File: config.mk
export PLATFORM = sky130hd
export DESIGN_NAME = gpio_port
export DESIGN_NICKNAME = d
export VERILOG_FILES = /design/src/rtl/gpio_port_pkg.sv /design/src/rtl/gpio_port_decode.sv /design/src/rtl/gpio_dir_reg.sv /design/src/rtl/gpio_in_sync.sv /design/src/rtl/gpio_cfg_bank.sv /design/src/rtl/gpio_port.sv
export SDC_FILE = /design/constraint.sdc
export NUM_CORES = 1
export LEC_CHECK = 0
export BUFFER_PORTS_ARGS = -buffer_cell sky130_fd_sc_hd__buf_4
export CELL_PAD_IN_SITES_DETAIL_PLACEMENT = 0
export CELL_PAD_IN_SITES_GLOBAL_PLACEMENT = 2
export CORE_ASPECT_RATIO = 1.75
export CORE_UTILIZATION = 33
export CTS_CLUSTER_SIZE = 8
export DETAILED_ROUTE_END_ITERATION = 10
export GPL_TIMING_DRIVEN = 0
export PLACE_DENSITY = 0.85
export RECOVER_POWER = 100
export SLEW_MARGIN = 15
export SYNTH_ARGS = -nofsm -noshare
export SYNTH_HDL_FRONTEND = slang
export SYNTH_SLANG_ARGS = --single-unit
File: constraint.sdc
create_clock -name clk -period 1.5 [get_ports clk]
set_clock_uncertainty 0.2 [all_clocks]
set_input_delay 0 -clock clk [delete_from_list [all_inputs] [get_ports clk]]
set_output_delay 0 -clock clk [all_outputs]
set_load 0.005 [all_outputs]
File: src/rtl/gpio_port_pkg.sv
package gpio_port_pkg;

  localparam int unsigned OFS_DIR    = 0;
  localparam int unsigned OFS_DIRSET = 1;
  localparam int unsigned OFS_OUT    = 2;
  localparam int unsigned OFS_IN     = 3;
  localparam int unsigned OFS_MASK   = 4;

  typedef enum logic [2:0] {
    SEL_NONE,
    SEL_DIR,
    SEL_DIRSET,
    SEL_OUT,
    SEL_IN,
    SEL_MASK,
    SEL_CFG
  } reg_sel_e;

endpackage

File: src/rtl/gpio_port_decode.sv
module gpio_port_decode
  import gpio_port_pkg::*;
#(
  parameter int unsigned ADDR_W   = 5,
  parameter int unsigned PINS     = 8,
  parameter int unsigned CFG_BASE = 8,
  localparam int unsigned IDX_W   = (PINS > 1) ? $clog2(PINS) : 1
) (
  input  logic [ADDR_W-1:0] addr_i,
  output reg_sel_e          sel_o,
  output logic [IDX_W-1:0]  pin_idx_o
);

  localparam logic [ADDR_W-1:0] CFG_LO = ADDR_W'(CFG_BASE);
  localparam logic [ADDR_W-1:0] CFG_HI = ADDR_W'(CFG_BASE + PINS - 1);

  logic [ADDR_W-1:0] cfg_off;

  assign cfg_off   = addr_i - CFG_LO;
  assign pin_idx_o = cfg_off[IDX_W-1:0];

  always_comb begin
    if (addr_i >= CFG_LO && addr_i <= CFG_HI) begin
      sel_o = SEL_CFG;
    end else begin
      unique case (addr_i)
        ADDR_W'(OFS_DIR):    sel_o = SEL_DIR;
        ADDR_W'(OFS_DIRSET): sel_o = SEL_DIRSET;
        ADDR_W'(OFS_OUT):    sel_o = SEL_OUT;
        ADDR_W'(OFS_IN):     sel_o = SEL_IN;
        ADDR_W'(OFS_MASK):   sel_o = SEL_MASK;
        default:             sel_o = SEL_NONE;
      endcase
    end
  end

endmodule

File: src/rtl/gpio_dir_reg.sv
module gpio_dir_reg #(
  parameter int unsigned PINS = 8
) (
  input  logic            clk,
  input  logic            rst_n,
  input  logic            load_i,
  input  logic            set_i,
  input  logic [PINS-1:0] data_i,
  output logic [PINS-1:0] dir_o
);

  always_ff @(posedge clk or negedge rst_n) begin
    if (!rst_n) begin
      dir_o <= '0;
    end else if (load_i) begin
      dir_o <= data_i;
    end else if (set_i) begin
      dir_o <= dir_o | data_i;
    end
  end

endmodule

File: src/rtl/gpio_in_sync.sv
module gpio_in_sync #(
  parameter int unsigned PINS   = 8,
  parameter int unsigned STAGES = 2
) (
  input  logic            clk,
  input  logic            rst_n,
  input  logic [PINS-1:0] raw_i,
  output logic [PINS-1:0] sync_o
);

  for (genvar p = 0; p < PINS; p++) begin : g_pin
    logic [STAGES-1:0] chain_q;

    always_ff @(posedge clk or negedge rst_n) begin
      if (!rst_n) begin
        chain_q <= '0;
      end else begin
        chain_q <= {chain_q[STAGES-2:0], raw_i[p]};
      end
    end

    assign sync_o[p] = chain_q[STAGES-1];
  end

endmodule

File: src/rtl/gpio_cfg_bank.sv
module gpio_cfg_bank #(
  parameter int unsigned PINS  = 8,
  parameter int unsigned CFG_W = 8,
  localparam int unsigned IDX_W = (PINS > 1) ? $clog2(PINS) : 1
) (
  input  logic                  clk,
  input  logic                  rst_n,
  input  logic                  mask_wr_i,
  input  logic [PINS-1:0]       mask_data_i,
  input  logic                  cfg_wr_i,
  input  logic [IDX_W-1:0]      pin_idx_i,
  input  logic [CFG_W-1:0]      cfg_data_i,
  output logic [PINS-1:0]       mask_o,
  output logic [PINS*CFG_W-1:0] cfg_flat_o
);

  // A configuration write consumes the mask, so the mask lives only until the next one.
  always_ff @(posedge clk or negedge rst_n) begin
    if (!rst_n) begin
      mask_o <= '0;
    end else if (cfg_wr_i) begin
      mask_o <= '0;
    end else if (mask_wr_i) begin
      mask_o <= mask_data_i;
    end
  end

  for (genvar p = 0; p < PINS; p++) begin : g_cfg
    logic             hit;
    logic [CFG_W-1:0] cfg_q;

    assign hit = cfg_wr_i && (mask_o[p] || (pin_idx_i == IDX_W'(p)));

    always_ff @(posedge clk or negedge rst_n) begin
      if (!rst_n) begin
        cfg_q <= '0;
      end else if (hit) begin
        cfg_q <= cfg_data_i;
      end
    end

    assign cfg_flat_o[p*CFG_W +: CFG_W] = cfg_q;
  end

endmodule

File: src/rtl/gpio_port.sv
module gpio_port
  import gpio_port_pkg::*;
#(
  parameter int unsigned ADDR_W   = 5,
  parameter int unsigned PINS     = 8,
  parameter int unsigned CFG_W    = 8,
  parameter int unsigned DATA_W   = 8,
  parameter int unsigned CFG_BASE = 8,
  parameter int unsigned SYNC_STAGES = 2
) (
  input  logic                  clk,
  input  logic                  rst_n,
  input  logic [ADDR_W-1:0]     bus_addr,
  input  logic [DATA_W-1:0]     bus_wdata,
  input  logic                  bus_wr,
  input  logic                  bus_rd,
  output logic [DATA_W-1:0]     bus_rdata,
  output logic [PINS-1:0]       pad_oe,
  output logic [PINS-1:0]       pad_out,
  input  logic [PINS-1:0]       pad_in,
  output logic [PINS*CFG_W-1:0] pin_cfg
);

  localparam int unsigned IDX_W = (PINS > 1) ? $clog2(PINS) : 1;

  reg_sel_e          sel;
  logic [IDX_W-1:0]  pin_idx;
  logic [PINS-1:0]   dir_q;
  logic [PINS-1:0]   out_q;
  logic [PINS-1:0]   in_sync;
  logic [PINS-1:0]   cfg_mask;
  logic [DATA_W-1:0] rd_mux;

  gpio_port_decode #(
    .ADDR_W   (ADDR_W),
    .PINS     (PINS),
    .CFG_BASE (CFG_BASE)
  ) u_decode (
    .addr_i    (bus_addr),
    .sel_o     (sel),
    .pin_idx_o (pin_idx)
  );

  gpio_dir_reg #(
    .PINS (PINS)
  ) u_dir (
    .clk    (clk),
    .rst_n  (rst_n),
    .load_i (bus_wr && sel == SEL_DIR),
    .set_i  (bus_wr && sel == SEL_DIRSET),
    .data_i (bus_wdata[PINS-1:0]),
    .dir_o  (dir_q)
  );

  gpio_in_sync #(
    .PINS   (PINS),
    .STAGES (SYNC_STAGES)
  ) u_sync (
    .clk    (clk),
    .rst_n  (rst_n),
    .raw_i  (pad_in),
    .sync_o (in_sync)
  );

  gpio_cfg_bank #(
    .PINS  (PINS),
    .CFG_W (CFG_W)
  ) u_cfg (
    .clk         (clk),
    .rst_n       (rst_n),
    .mask_wr_i   (bus_wr && sel == SEL_MASK),
    .mask_data_i (bus_wdata[PINS-1:0]),
    .cfg_wr_i    (bus_wr && sel == SEL_CFG),
    .pin_idx_i   (pin_idx),
    .cfg_data_i  (bus_wdata[CFG_W-1:0]),
    .mask_o      (cfg_mask),
    .cfg_flat_o  (pin_cfg)
  );

  always_ff @(posedge clk or negedge rst_n) begin
    if (!rst_n) begin
      out_q <= '0;
    end else if (bus_wr && sel == SEL_OUT) begin
      out_q <= bus_wdata[PINS-1:0];
    end
  end

  always_comb begin
    unique case (sel)
      SEL_DIR,
      SEL_DIRSET: rd_mux = DATA_W'(dir_q);
      SEL_OUT:    rd_mux = DATA_W'(out_q);
      SEL_IN:     rd_mux = DATA_W'(in_sync);
      SEL_MASK:   rd_mux = DATA_W'(cfg_mask);
      SEL_CFG:    rd_mux = DATA_W'(pin_cfg[pin_idx*CFG_W +: CFG_W]);
      default:    rd_mux = '0;
    endcase
  end

  always_ff @(posedge clk or negedge rst_n) begin
    if (!rst_n) begin
      bus_rdata <= '0;
    end else if (bus_rd) begin
      bus_rdata <= rd_mux;
    end
  end

  assign pad_oe  = dir_q;
  assign pad_out = out_q;

endmodule

# [After elaboration in Yosys (flattened, before gate mapping)]
# Index checks and enable logic that the tools add are counted.
[classes] bitwise=1 mux=7 multipliers=0 n_reduce_logical=27 order_cmp=2 div=0 add_sub_neg=1 n_shift=1 eq_ne=17
[op_table] op="$shiftx A64 B7 Y8" count=1
[op_table] op="$pmux W8 S5" count=1
[op_table] op="$mux W8" count=4
[op_table] op="$eq A3 B3 Y1 const B" count=7
[op_table] op="$pmux W3 S5" count=1
[op_table] op="$logic_and A1 B1 Y1" count=14
[op_table] op="$eq A3 B2 Y1 const B" count=4
[op_table] op="$eq A5 B2 Y1 const B" count=2
[op_table] op="$logic_or A1 B1 Y1" count=8
[op_table] op="$or A8 B8 Y8" count=1
[op_table] op="$eq A3 B1 Y1 const B" count=2
[op_table] op="$eq A5 B1 Y1 const B" count=1
[op_table] op="$eq A5 B3 Y1 const B" count=1
[op_table] op="$ge A5 B4 Y1 const B" count=1
[op_table] op="$le A5 B4 Y1 const B" count=1
[op_table] op="$logic_not A5 Y1" count=1
[op_table] op="$reduce_bool A2 Y1" count=2
[op_table] op="$logic_not A3 Y1" count=1
[op_table] op="$mux W3" count=1
[op_table] op="$sub A3 B1 Y3 const B" count=1
[op_table] op="$reduce_or A2 Y1" count=1
[totals] mem_bits_rw=0 reg_bits=112 latch_bits=0 input_bits=25 out_inout_bits=88 mem_bits_ro=0 memories=0 elab_cells=76

# [Longest topological paths before layout]
# Gate-level depths: netlist of run 1.
[depth] ltp_word=7 depth_mapped=7 ltp_nobuf=4

# [By module]
# From an unflattened synthesis of run 1, not the netlist that was laid out.
[hier_totals] cells_unflattened=367 hier_area_um2=5411.4
[by_module_without_submodules] mod="gpio_cfg_bank" cells_per_inst=173 seq_area_each_um2=1801.7 instances=1 area_per_inst_um2=2861.5
[by_module_without_submodules] mod="gpio_port" cells_per_inst=140 seq_area_each_um2=400.4 instances=1 area_per_inst_um2=1719.1
[by_module_without_submodules] mod="gpio_in_sync" cells_per_inst=24 seq_area_each_um2=400.4 instances=1 area_per_inst_um2=460.4
[by_module_without_submodules] mod="gpio_dir_reg" cells_per_inst=19 seq_area_each_um2=200.2 instances=1 area_per_inst_um2=291.5
[by_module_without_submodules] mod="gpio_port_decode" cells_per_inst=11 seq_area_each_um2=0.0 instances=1 area_per_inst_um2=78.8

# [Least setup slack after synthesis of run 1]
# No wires, ideal clock.
[synth_path] path_kind="input-to-reg" startpoint="in bus_addr[2]" endpoint="reg bus_rdata[5]" path_buffers=3 t_arrival_ns=1.184 slack_ns=-0.027 setup_ns=0.143 required_time_ns=1.157 stages=7 path_cell_list="buf_2 > nor2b_1 > and2_1 > buf_2 > buf_2 > a222oi_1 > o221ai_1"
[synth_via] elab_chain_len=6 elab_cells_between_ends=20 cone_classes="add/sub: 1; order compare: 2; eq/ne: 10; shift: 1; mux: 3; reduce/logical: 3"
[synth_lines] item="start, declared" line="gpio_port.sv:13" text="input logic [ADDR_W-1:0] bus_addr,"
[synth_lines] item="parallel branches: the longest is 5 deep, another holds $sub A3 B1 Y3"
[synth_lines] item="$pmux W8 S5 *" line="gpio_port.sv:89" text="unique case (sel)"
[synth_lines] item="end signal, assigned" line="gpio_port.sv:104" text="bus_rdata <= rd_mux;"
[synth_lines] item="end, declared" line="gpio_port.sv:17" text="output logic [DATA_W-1:0] bus_rdata,"
# Every way passes the cells marked *.
# A chain may end at the register's enable or synchronous reset.

# [Worst setup path after layout of run 1]
[layout_path] startpoint="reg u_cfg.g_cfg[7].cfg_q[6]" endpoint="reg bus_rdata[6]"
[layout_via] elab_chain_len=2
[layout_lines] item="start, declared" line="gpio_cfg_bank.sv:30" text="logic [CFG_W-1:0] cfg_q;"
[layout_lines] item="start signal, assigned" line="gpio_cfg_bank.sv:38" text="cfg_q <= cfg_data_i;"
[layout_lines] item="$shiftx A64 B7 Y8" line="gpio_port.sv:95" text="SEL_CFG: rd_mux = DATA_W'(pin_cfg[pin_idx*CFG_W +: CFG_W]);"
[layout_lines] item="$pmux W8 S5" line="gpio_port.sv:89"
# No other way between the ends.

==> results of run 1 <==
## tightest hold or removal path: cells and delay by family
family          cells  cell delay [ns]
compound gates      1             0.10
simple gates        3             0.28
buf+inv             1             0.11
## sequential cells by signal (all words and copies together), names as in the netlist
| name | flops |
|---|---|
| bus_rdata | 8 |
| pad_out | 8 |
| u_cfg.g_cfg.cfg_q | 64 |
| u_cfg.mask_o | 8 |
| u_dir.dir_o | 8 |
| u_sync.g_pin.chain_q | 16 |
## report_power, final
| group | internal (µW) | switching, µW |
|---|---|---|
| clock network | 1510 | 1040 |
| registers | 3630 | 500 |
| logic | 1530 | 919 |
| total | 6670 | 2460 |
## metal layers
layer	vias up	track usage, %	wire [µm]
met3	43	2.96	667
met1	1900	23.6	5580
li1	1639	-	-
met4	0	14.9	964
met5	-	0	0
met2	148	34.1	7920
## stage by stage
step / worst slack, ns / TNS (ns) / util [%] / std cells
after floorplan: 0.00483 / 0 / - / 346
after global placement: -0.591 / -23.67 / 40.8 / 638
after detailed placement: -0.576 / -23.55 / 40.8 / 638
after CTS: -0.0792 / -0.337 / 46.0 / 695
after global routing: -0.115 / -2.36 / 46.6 / 708
final: -0.0984 / -0.439 / 46.6 / 708
## kinds of logic (layout without fill, tap and decap cells)
logic type	count (synthesis)	count (layout)	synth area share (%)
and+or+nand+nor	42	42	5.44
muxes	103	103	25.6
buffers and inverters	33	212	3.52
DFF	112	112	56.4
AOI/OAI and AO/OA	56	56	9.06
## timing repair
action                     in CTS  in global routing
hold endpoints to repair      133                  0
hold buffers                   22                  0
pin swaps                      10                 13
resized for setup              13                 18
setup endpoints to repair      40                 33
setup buffers                  19                 13
## layout by cell type (no fill, tap or decap), types with 3 or more instances in the layout
cell type      instances
clkbuf_1              28
buf_4                 37
a221oi_2               5
mux2_2                38
mux2_4                17
buf_6                  6
and2_1                 3
o221ai_1               7
buf_2                  4
a21oi_1                6
mux4_2                 9
clkbuf_16              9
nor2b_1                4
inv_1                  8
a22o_1                 9
dlygate4sd3_1         22
a21o_1                 3
clkbuf_4              87
nand2_1                9
o21ai_1                4
mux2i_1               14
dfrtp_1              112
nand2_4                3
buf_12                 3
nand3_1               10
o21ai_2                3
a222oi_1               7
mux2_1                24
## cell type report
class	count	area [µm²]
Buffer	25	158
Sequential cell	112	2800
Clock inverter	3	65.1
Inverter	8	30.0
Tap cell	183	229
Timing Repair Buffer	163	1260
Fill cell	1371	7880
Clock buffer	13	250
Multi-Input combinational cell	201	2090
## worst paths after layout
kind                                              end  slack, ns                  startpoint
setup / recovery                         bus_rdata[6]       -0.1     u_cfg.g_cfg[7].cfg_q[6]
hold / removal                           bus_rdata[6]      0.007                 bus_addr[1]
setup reg to reg                         bus_rdata[6]       -0.1     u_cfg.g_cfg[7].cfg_q[6]
hold reg to reg            u_sync.g_pin[4].chain_q[1]       0.15  u_sync.g_pin[4].chain_q[0]
max in group asynchronous     u_cfg.g_cfg[5].cfg_q[0]       0.25                       rst_n
min in group asynchronous     u_cfg.g_cfg[2].cfg_q[0]       0.16                       rst_n
==> qor.txt, run 1 <==
Synth Flop Type -> dfrtp_1
Post-Layout Inst Area -> 6890 µm²
Fin. Hold Viols -> 0
Syn Std Cell Area -> 4970 µm²
Synth Warn # -> 0
Post-DRT Antenna Nets -> 0
Worst Hold Slack -> 0.00661 ns
Starting Density -> 33.7%
diode count -> 0
largest net degree at the start of global routing -> 113
P&R area growth vs syn -> 38.5%
R2R depth -> 3
Synth top area share -> 56.4%
Critical Path RT -> 1.50 ns
Critical Path AT -> 1.60 ns
Worst setup EP type -> flop
Levels on crit path -> 3
critical path class -> reg2reg
H-tree depth -> 3
status -> finished with violations
DP Wirelength -> 10.6 mm
gr usage total -> 20.5%
Final nets -> 545
Worst Tran Pin Value -> 1.01 ns
Hold Path Class -> in2reg
fmax -> 626 MHz
Remaining DRCs -> 0
wire per inst -> 21.4 µm
global-route wire length before repair -> 22.9 mm
failing checks -> setup timing
TritonRoute pass-1 iters -> 4
Top delay family on crit path -> multiplexers
Worst VDD drop -> 560 µV
DR iter-0 viols -> 192
GPL Wtd Cong -> 0.857
clock-pin slew on the worst setup and hold paths -> 0.07 ns
largest cells by area after synthesis -> dfrtp_1, mux2_2, mux2_1, mux4_2, mux2i_1
max-slew violation count -> 0
antenna violations before repair -> 0
CP max FO -> 2
Core ar. -> 14800 µm²
average via count per standard cell -> 5.27
unrepaired setup endpoints after global routing -> true
critical path buffer and inverter count -> 0
Startpoint Class -> flop
most frequent cell after synthesis -> dfrtp_1
Hold Crit Depth -> 5
Syn Area/Cell -> 14.4 µm²
CTS tree -> yes
syn_nets -> 371
CTS sink cnt -> 112
num rows -> 59
die area -> 15600 µm²
final critical-path share of the clock period -> 107%
Die W -> 94.8 µm
Port Buf Inserts -> 109
crit-path max cell delay -> 0.48 ns
Num CTS Buffers -> 9
# IOs -> 113
via count -> 3730
vias in the first global route -> 3942
synth cell count leaders -> dfrtp_1, mux2_2, mux2_1
Syn Inst Count -> 346
#FFs+latches synth -> 112
sequential fraction of the synthesis area -> 56.4%
leakage -> 0.00322 µW
CTS root buf -> clkbuf_16
Slowest-stage cell, CP -> mux4_2
crit-path cells -> mux4_2 -> o211ai_1 -> a32oi_1
post-layout worst setup margin -> -0.0984 ns
Total Wirelength -> 15.1 mm
DP Area -> 6030 µm²
max_slew headroom -> 32.9%
Max-Cap Viols -> 0
final worst path period need -> 1.60 ns
power density cells -> 1330 nW/µm²
Vert. Die Dim -> 164 µm
PnR Total Power -> 9130 µW
share of layout cells above drive strength 1 -> 45.0%
Yosys cell types -> 42
Worst-Skew Late Latency -> 0.35 ns
ys async rst share -> 100%
Post-synth EDFFs -> 0
gr ovfl total -> 0
Finish-stage setup viols -> 15
Clock Path Buffers -> 2
Yosys top cell by area -> dfrtp_1
Note: power is estimated with default switching activity, not from simulation.
==> run 2: changes to the inputs <==
==> constraint.sdc (replaced) <==
create_clock -name clk -period 1.5 [get_ports clk]
set_clock_uncertainty 0.2 [all_clocks]
set_input_delay 0.3 -clock clk [delete_from_list [all_inputs] [get_ports clk]]
set_output_delay 0.3 -clock clk [all_outputs]
set_load 0.005 [all_outputs]
==> run 2 against run 1 <==
The run ends with hold timing, setup timing left. Sequential share of layout area is 1.2 points lower. Final cell count fell by 0.71%. Non-clock buffer count fell by 5. Sequential cell count unchanged. Global-route usage down 0.22 points. Via count down 0.59%. Hold slack worse by 0.15 ns. Wire length decreased by 0.22%. Combinational power grew 3%. Final area increased by 3.1%. Critical endpoint unchanged.
==> qor.txt, run 2 (same netlist as run 1, synthesis figures left out) <==
failing checks -> hold timing, setup timing (was setup timing)
largest net degree at the start of global routing -> 113 (unchanged)
H-tree depth -> 3 (unchanged)
CP max FO -> 3 (was 2)
sw frac -> 26.9% (was 27.0%)
Largest regs -> u_cfg.g_cfg.cfg_q x64, u_sync.g_pin.chain_q x16 (unchanged)
share of layout cells above drive strength 1 -> 49.2% (was 45.0%)
Critical Path AT -> 1.58 ns (was 1.60 ns)
Total Wirelength -> 15.1 mm (about the same)
Finish-stage setup viols -> 41 (was 15)
Clock power frac -> 28.8% (was 28.0%)
Post-Layout Inst Area -> 7100 µm² (was 6890 µm²)
Starting Density -> 33.7% (unchanged)
status -> finished with violations (unchanged)
DP Area -> 6280 µm² (was 6030 µm²)
# IOs -> 113 (unchanged)
Critical Path RT -> 1.52 ns (was 1.50 ns)
unrepaired setup endpoints after global routing -> true (unchanged)
Worst VDD drop -> 645 µV (was 560 µV)
max-slew violation count -> 0 (unchanged)
global-route wire length before repair -> 23.0 mm (was 22.9 mm)
GPL Wtd Cong -> 0.837 (was 0.857)
CTS root buf -> clkbuf_16 (unchanged)
most frequent cells in the layout -> dfrtp_1, clkbuf_4, buf_4, mux2_4, mux2_1 (was dfrtp_1, clkbuf_4, mux2_2)
die area -> 15600 µm² (unchanged)
DR iter-0 viols -> 256 (was 192)
Startpoint Class -> flop (unchanged)
final critical-path share of the clock period -> 104% (was 107%)
post-cts hold buffer count -> 14 (was 22)
TritonRoute pass-1 iters -> 6 (was 4)
DP Wirelength -> 10.7 mm (was 10.6 mm)
CTS tree -> yes (unchanged)
post-layout worst setup margin -> -0.0607 ns (was -0.0984 ns)
max reg flops -> 64 (unchanged)
Worst setup EP type -> flop (unchanged)
gr ovfl total -> 0 (unchanged)
max_slew headroom -> 30.3% (was 32.9%)
P&R area growth vs syn -> 42.8% (was 38.5%)
Vert. Die Dim -> 164 µm (unchanged)
average via count per standard cell -> 5.27 (about the same)
diode count -> 0 (unchanged)
fin util -> 48.1% (was 46.6%)
num rows -> 59 (unchanged)
P_int -> 6870 µW (was 6670 µW)
Worst-Skew Late Latency -> 0.35 ns (about the same)
clock-pin slew on the worst setup and hold paths -> 0.07 ns (about the same)
Psw -> 2520 µW (was 2460 µW)
Final nets -> 540 (was 545)
Max-Cap Viols -> 0 (unchanged)
vias in the first global route -> 3853 (was 3942)
Remaining DRCs -> 0 (unchanged)
power share of the sequential group -> 44.4% (was 45.2%)
antenna violations before repair -> 0 (unchanged)
Die W -> 94.8 µm (unchanged)
Worst Tran Pin Value -> 1.05 ns (was 1.01 ns)
final worst path period need -> 1.56 ns (was 1.60 ns)
gr usage total -> 20.3% (was 20.5%)
commonest non-fill, non-tap cell in the layout -> dfrtp_1 (unchanged)
Biggest register -> u_cfg.g_cfg.cfg_q (unchanged)
setup TNS -> -1.08 ns (was -0.439 ns)
Core ar. -> 14800 µm² (unchanged)
critical path class -> reg2reg (unchanged)
Num CTS Buffers -> 9 (unchanged)
Worst Hold Slack -> -0.146 ns (was 0.00661 ns)
Post-DRT Antenna Nets -> 0 (unchanged)
Port Buf Inserts -> 109 (unchanged)
combinational power share -> 26.8% (about the same)
Fin. Hold Viols -> 112 (was 0)
Hold Path Class -> in2async (was in2reg)
via count -> 3708 (was 3730)
Clock Path Buffers -> 2 (unchanged)
CTS sink cnt -> 112 (unchanged)
fmax -> 641 MHz (was 626 MHz)
power density cells -> 1320 nW/µm² (was 1330 nW/µm²)
wire per inst -> 21.5 µm (was 21.4 µm)
leakage -> 0.00335 µW (was 0.00322 µW)
==> run 2: repair_timing <==
action                                  4_1_cts  5_1_grt
pin swaps                                    11        8
endpoints found under the setup margin       80       62
setup buffers                                19       16
cloned                                        0        1
gates resized for setup                      20       28
hold endpoints to repair                    126       15
==> run 2: layout make-up <==
cell class | instances | area, µm²
Fill cell | 1343 | 7670
Sequential cell | 112 | 2800
Multi-Input combinational cell | 201 | 2200
Timing Repair Buffer | 159 | 1290
Clock buffer | 10 | 229
Tap cell | 183 | 229
Buffer | 24 | 215
Clock inverter | 6 | 108
Inverter | 8 | 32.5
==> run 2: final timing paths <==
check / from / depth (start not counted) / slack, ns / endpoint
worst max-delay path: u_cfg.g_cfg[7].cfg_q[6] / 3 / -0.06 / bus_rdata[6]
worst min-delay path: rst_n / 1 / -0.15 / u_sync.g_pin[7].chain_q[1]
worst max register to register: u_cfg.g_cfg[7].cfg_q[6] / 3 / -0.06 / bus_rdata[6]
worst min register to register: u_sync.g_pin[7].chain_q[0] / 0 / 0.15 / u_sync.g_pin[7].chain_q[1]
max in group asynchronous: rst_n / 1 / 0.50 / u_cfg.g_cfg[3].cfg_q[2]
min in group clk: bus_wdata[7] / 2 / 0.03 / u_cfg.mask_o[7]
==> run 2: power groups by stage <==
stage	combinational, µW	sequential, µW	clock, µW
final	2520	4170	2710
after global placement	2280	4230	0
after detailed placement	2320	4260	0
after CTS	2510	4190	2760
after global routing	2720	4240	2890
after floorplan	1050	4120	0
==> run 2: critical path, cell delays in order (launching register included) <==
cell and delay (ns):
dfrtp_1 0.40, mux4_2 0.49, o211ai_1 0.23, a32oi_1 0.12
==> run 2: through the flow <==
stage	worst slack [ns]	power (µW)	std cells
finish	-0.0607	9400	703
CTS	-0.0457	9460	687
detailed placement	-0.669	6580	638
global route	-0.118	9850	703
floorplan	-0.174	5170	346
global placement	-0.652	6500	638
==> run 2: routing by layer <==
layer	vias up	global-route usage, %	wire length [µm]
li1	1626	-	-
met1	1924	23.6	5660
met2	130	36.0	8290
met3	28	3.75	669
met4	0	8.26	476
met5	-	0	0
==> run 3: changes to the inputs <==
CORE_UTILIZATION = 40   (was 33)
PLACE_DENSITY = 0.95   (was 0.85)
clock period = 1.85 ns   (was 1.5 ns; I/O delays follow)
==> run 3 against run 2 <==
The flow now finishes without violations. Register-to-register slack improved by 0.26 ns. Final cell count decreased by 8.3%. Total power decreased by 26%. Critical endpoint is now u_cfg.g_cfg[5].cfg_q[4]. Die area fell by 17%. Critical path depth is 3 higher.
==> qor.txt, run 3 (same netlist as run 1, synthesis figures left out) <==
Num CTS Buffers -> 9 (unchanged)
Port Buf Inserts -> 109 (unchanged)
Largest regs -> u_cfg.g_cfg.cfg_q x64, u_sync.g_pin.chain_q x16 (unchanged)
critical path class -> in2reg (was reg2reg)
Worst Hold Slack -> 0.0524 ns (was -0.146 ns)
average via count per standard cell -> 5.44 (was 5.27)
CTS root buf -> clkbuf_16 (unchanged)
Fin. Hold Viols -> 0 (was 112)
clock-pin slew on the worst setup and hold paths -> 0.07 ns (about the same)
power density cells -> 1090 nW/µm² (was 1320 nW/µm²)
DP Wirelength -> 9.92 mm (was 10.7 mm)
Clock Path Buffers -> 2 (unchanged)
max reg flops -> 64 (unchanged)
commonest non-fill, non-tap cell in the layout -> dfrtp_1 (unchanged)
fmax -> 563 MHz
Critical path origin -> bus_addr[2] (was u_cfg.g_cfg[7].cfg_q[6])
global-route wire length before repair -> 21.2 mm (was 23.0 mm)
Die W -> 86.3 µm (was 94.8 µm)
max-slew violation count -> 0 (unchanged)
setup TNS -> 0 ns (was -1.08 ns)
M1 GR Usage -> 26.5% (was 23.6%)
Max-Cap Viols -> 0 (unchanged)
max_slew headroom -> 0.644% (was 30.3%)
Worst VDD drop -> 569 µV (was 645 µV)
Vert. Die Dim -> 149 µm (was 164 µm)
R2R Path Start -> u_cfg.g_cfg[2].cfg_q[5] (was u_cfg.g_cfg[7].cfg_q[6])
met3 Use GR -> 3.53% (was 3.75%)
status -> finished, final reports clean (was finished with violations)
CTS tree -> yes (unchanged)
Core ar. -> 12100 µm² (was 14800 µm²)
Finish-stage setup viols -> 0 (was 41)
Worst setup EP type -> flop (unchanged)
leakage -> 0.00297 µW (was 0.00335 µW)
met2 Resource Use GR -> 40.3% (was 36.0%)
Worst Tran Pin Value -> 1.49 ns (was 1.05 ns)
GPL Wtd Cong -> 0.881 (was 0.837)
P&R area growth vs syn -> 29.0% (was 42.8%)
num rows -> 53 (was 59)
Critical Path AT -> 1.80 ns (was 1.58 ns)
diode count -> 0 (unchanged)
gr busiest metal -> met2 (unchanged)
Worst-Skew Late Latency -> 0.35 ns (about the same)
final worst path period need -> 1.77 ns
wire per inst -> 21.4 µm (was 21.5 µm)
Final nets -> 501 (was 540)
vias in the first global route -> 3716 (was 3853)
Startpoint Class -> primary input (was flop)
die area -> 12900 µm² (was 15600 µm²)
CP max FO -> 10 (was 3)
Starting Density -> 41.2% (was 33.7%)
via count -> 3506 (was 3708)
share of layout cells above drive strength 1 -> 42.7% (was 49.2%)
final critical-path share of the clock period -> 95.9%
Remaining DRCs -> 0 (unchanged)
Post-DRT Antenna Nets -> 0 (unchanged)
hold_sp -> bus_wdata[5]
unrepaired setup endpoints after global routing -> false (was true)
Biggest register -> u_cfg.g_cfg.cfg_q (unchanged)
gr usage total -> 22.8% (was 20.3%)
TritonRoute pass-1 iters -> 6 (unchanged)
gr ovfl total -> 0 (unchanged)
H-tree depth -> 3 (unchanged)
antenna violations before repair -> 0 (unchanged)
Hold Path Class -> in2reg (was in2async)
Total Wirelength -> 13.8 mm (was 15.1 mm)
post-layout worst setup margin -> 0.0750 ns (was -0.0607 ns)
DR iter-0 viols -> 287 (was 256)
CTS sink cnt -> 112 (unchanged)
Critical Path RT -> 1.88 ns (was 1.52 ns)
largest net degree at the start of global routing -> 113 (unchanged)
Placement Setup Slack -> -0.574 ns (was -0.669 ns)
# IOs -> 113 (unchanged)
most frequent cells in the layout -> dfrtp_1, clkbuf_4, mux2_2 (was dfrtp_1, clkbuf_4, buf_4, mux2_4, mux2_1)
fin util -> 53.2% (was 48.1%)
-- run 3: cell types whose count changed in the layout (fill, tap and decap cells not counted), moves of 6 or more --
cell / previous run / this run
mux2_4: 36 / 4
mux2_2: 15 / 39
buf_4: 36 / 16
buf_6: 22 / 6
clkbuf_4: 80 / 95
mux2_1: 28 / 36
o21ai_0: 0 / 7
dlygate4sd3_1: 14 / 8
-- run 3: per-stage QoR --
stage,cell area (µm²),total power (µW),std cells
global route,6410,7310,645
detailed placement,6010,5150,620
global placement,6010,5080,620
finish,6410,6970,645
floorplan,4980,4040,346
CTS,6440,7110,645
-- run 3: area by class of cell --
cell class	count	area (µm²)
Fill cell	1107	5650
Sequential cell	112	2800
Multi-Input combinational cell	201	2020
Timing Repair Buffer	119	898
Clock buffer	11	243
Tap cell	165	206
Buffer	25	160
Clock inverter	4	53.8
Inverter	8	30.0
-- run 3: what timing repair did --
item	CTS	global route
pin swaps	1	0
hold buffers	8	0
buffers inserted	2	0
hold endpoints to repair	8	0
resized for setup	8	3
setup endpoints to repair	7	15
-- run 3: worst max-delay path: stages --
cell and delay [ns]:
clkbuf_4 0.21, nor2b_1 0.22, clkbuf_2 0.33, a21o_1 0.21, nand2_4 0.12, mux2_1 0.34
-- run 3: per-layer routing --
| metal | wire length, µm | vias to the layer above |
|---|---|---|
| met5 | 0 | - |
| met4 | 537 | 0 |
| met3 | 538 | 27 |
| met2 | 7470 | 128 |
| met1 | 5240 | 1798 |
| li1 | - | 1553 |
-- run 3: worst paths after layout --
| kind | end | slack (ns) | cells past startpoint |
|---|---|---|---|
| worst max-delay path | u_cfg.g_cfg[5].cfg_q[4] | 0.08 | 6 |
| worst min-delay path | u_cfg.g_cfg[7].cfg_q[5] | 0.05 | 2 |
| worst max register to register | bus_rdata[5] | 0.20 | 3 |
| worst min register to register | u_sync.g_pin[4].chain_q[1] | 0.15 | 0 |
| max in group asynchronous | u_cfg.mask_o[5] | 0.32 | 1 |
| min in group asynchronous | u_cfg.g_cfg[2].cfg_q[0] | 0.21 | 1 |
-- run 3: report_power, final --
group / switching, µW / leakage (µW) / internal [µW]
logic: 634 / 0.00141 / 1030
clock network: 853 / 0.000144 / 1090
registers: 428 / 0.00141 / 2940
total: 1910 / 0.00297 / 5060
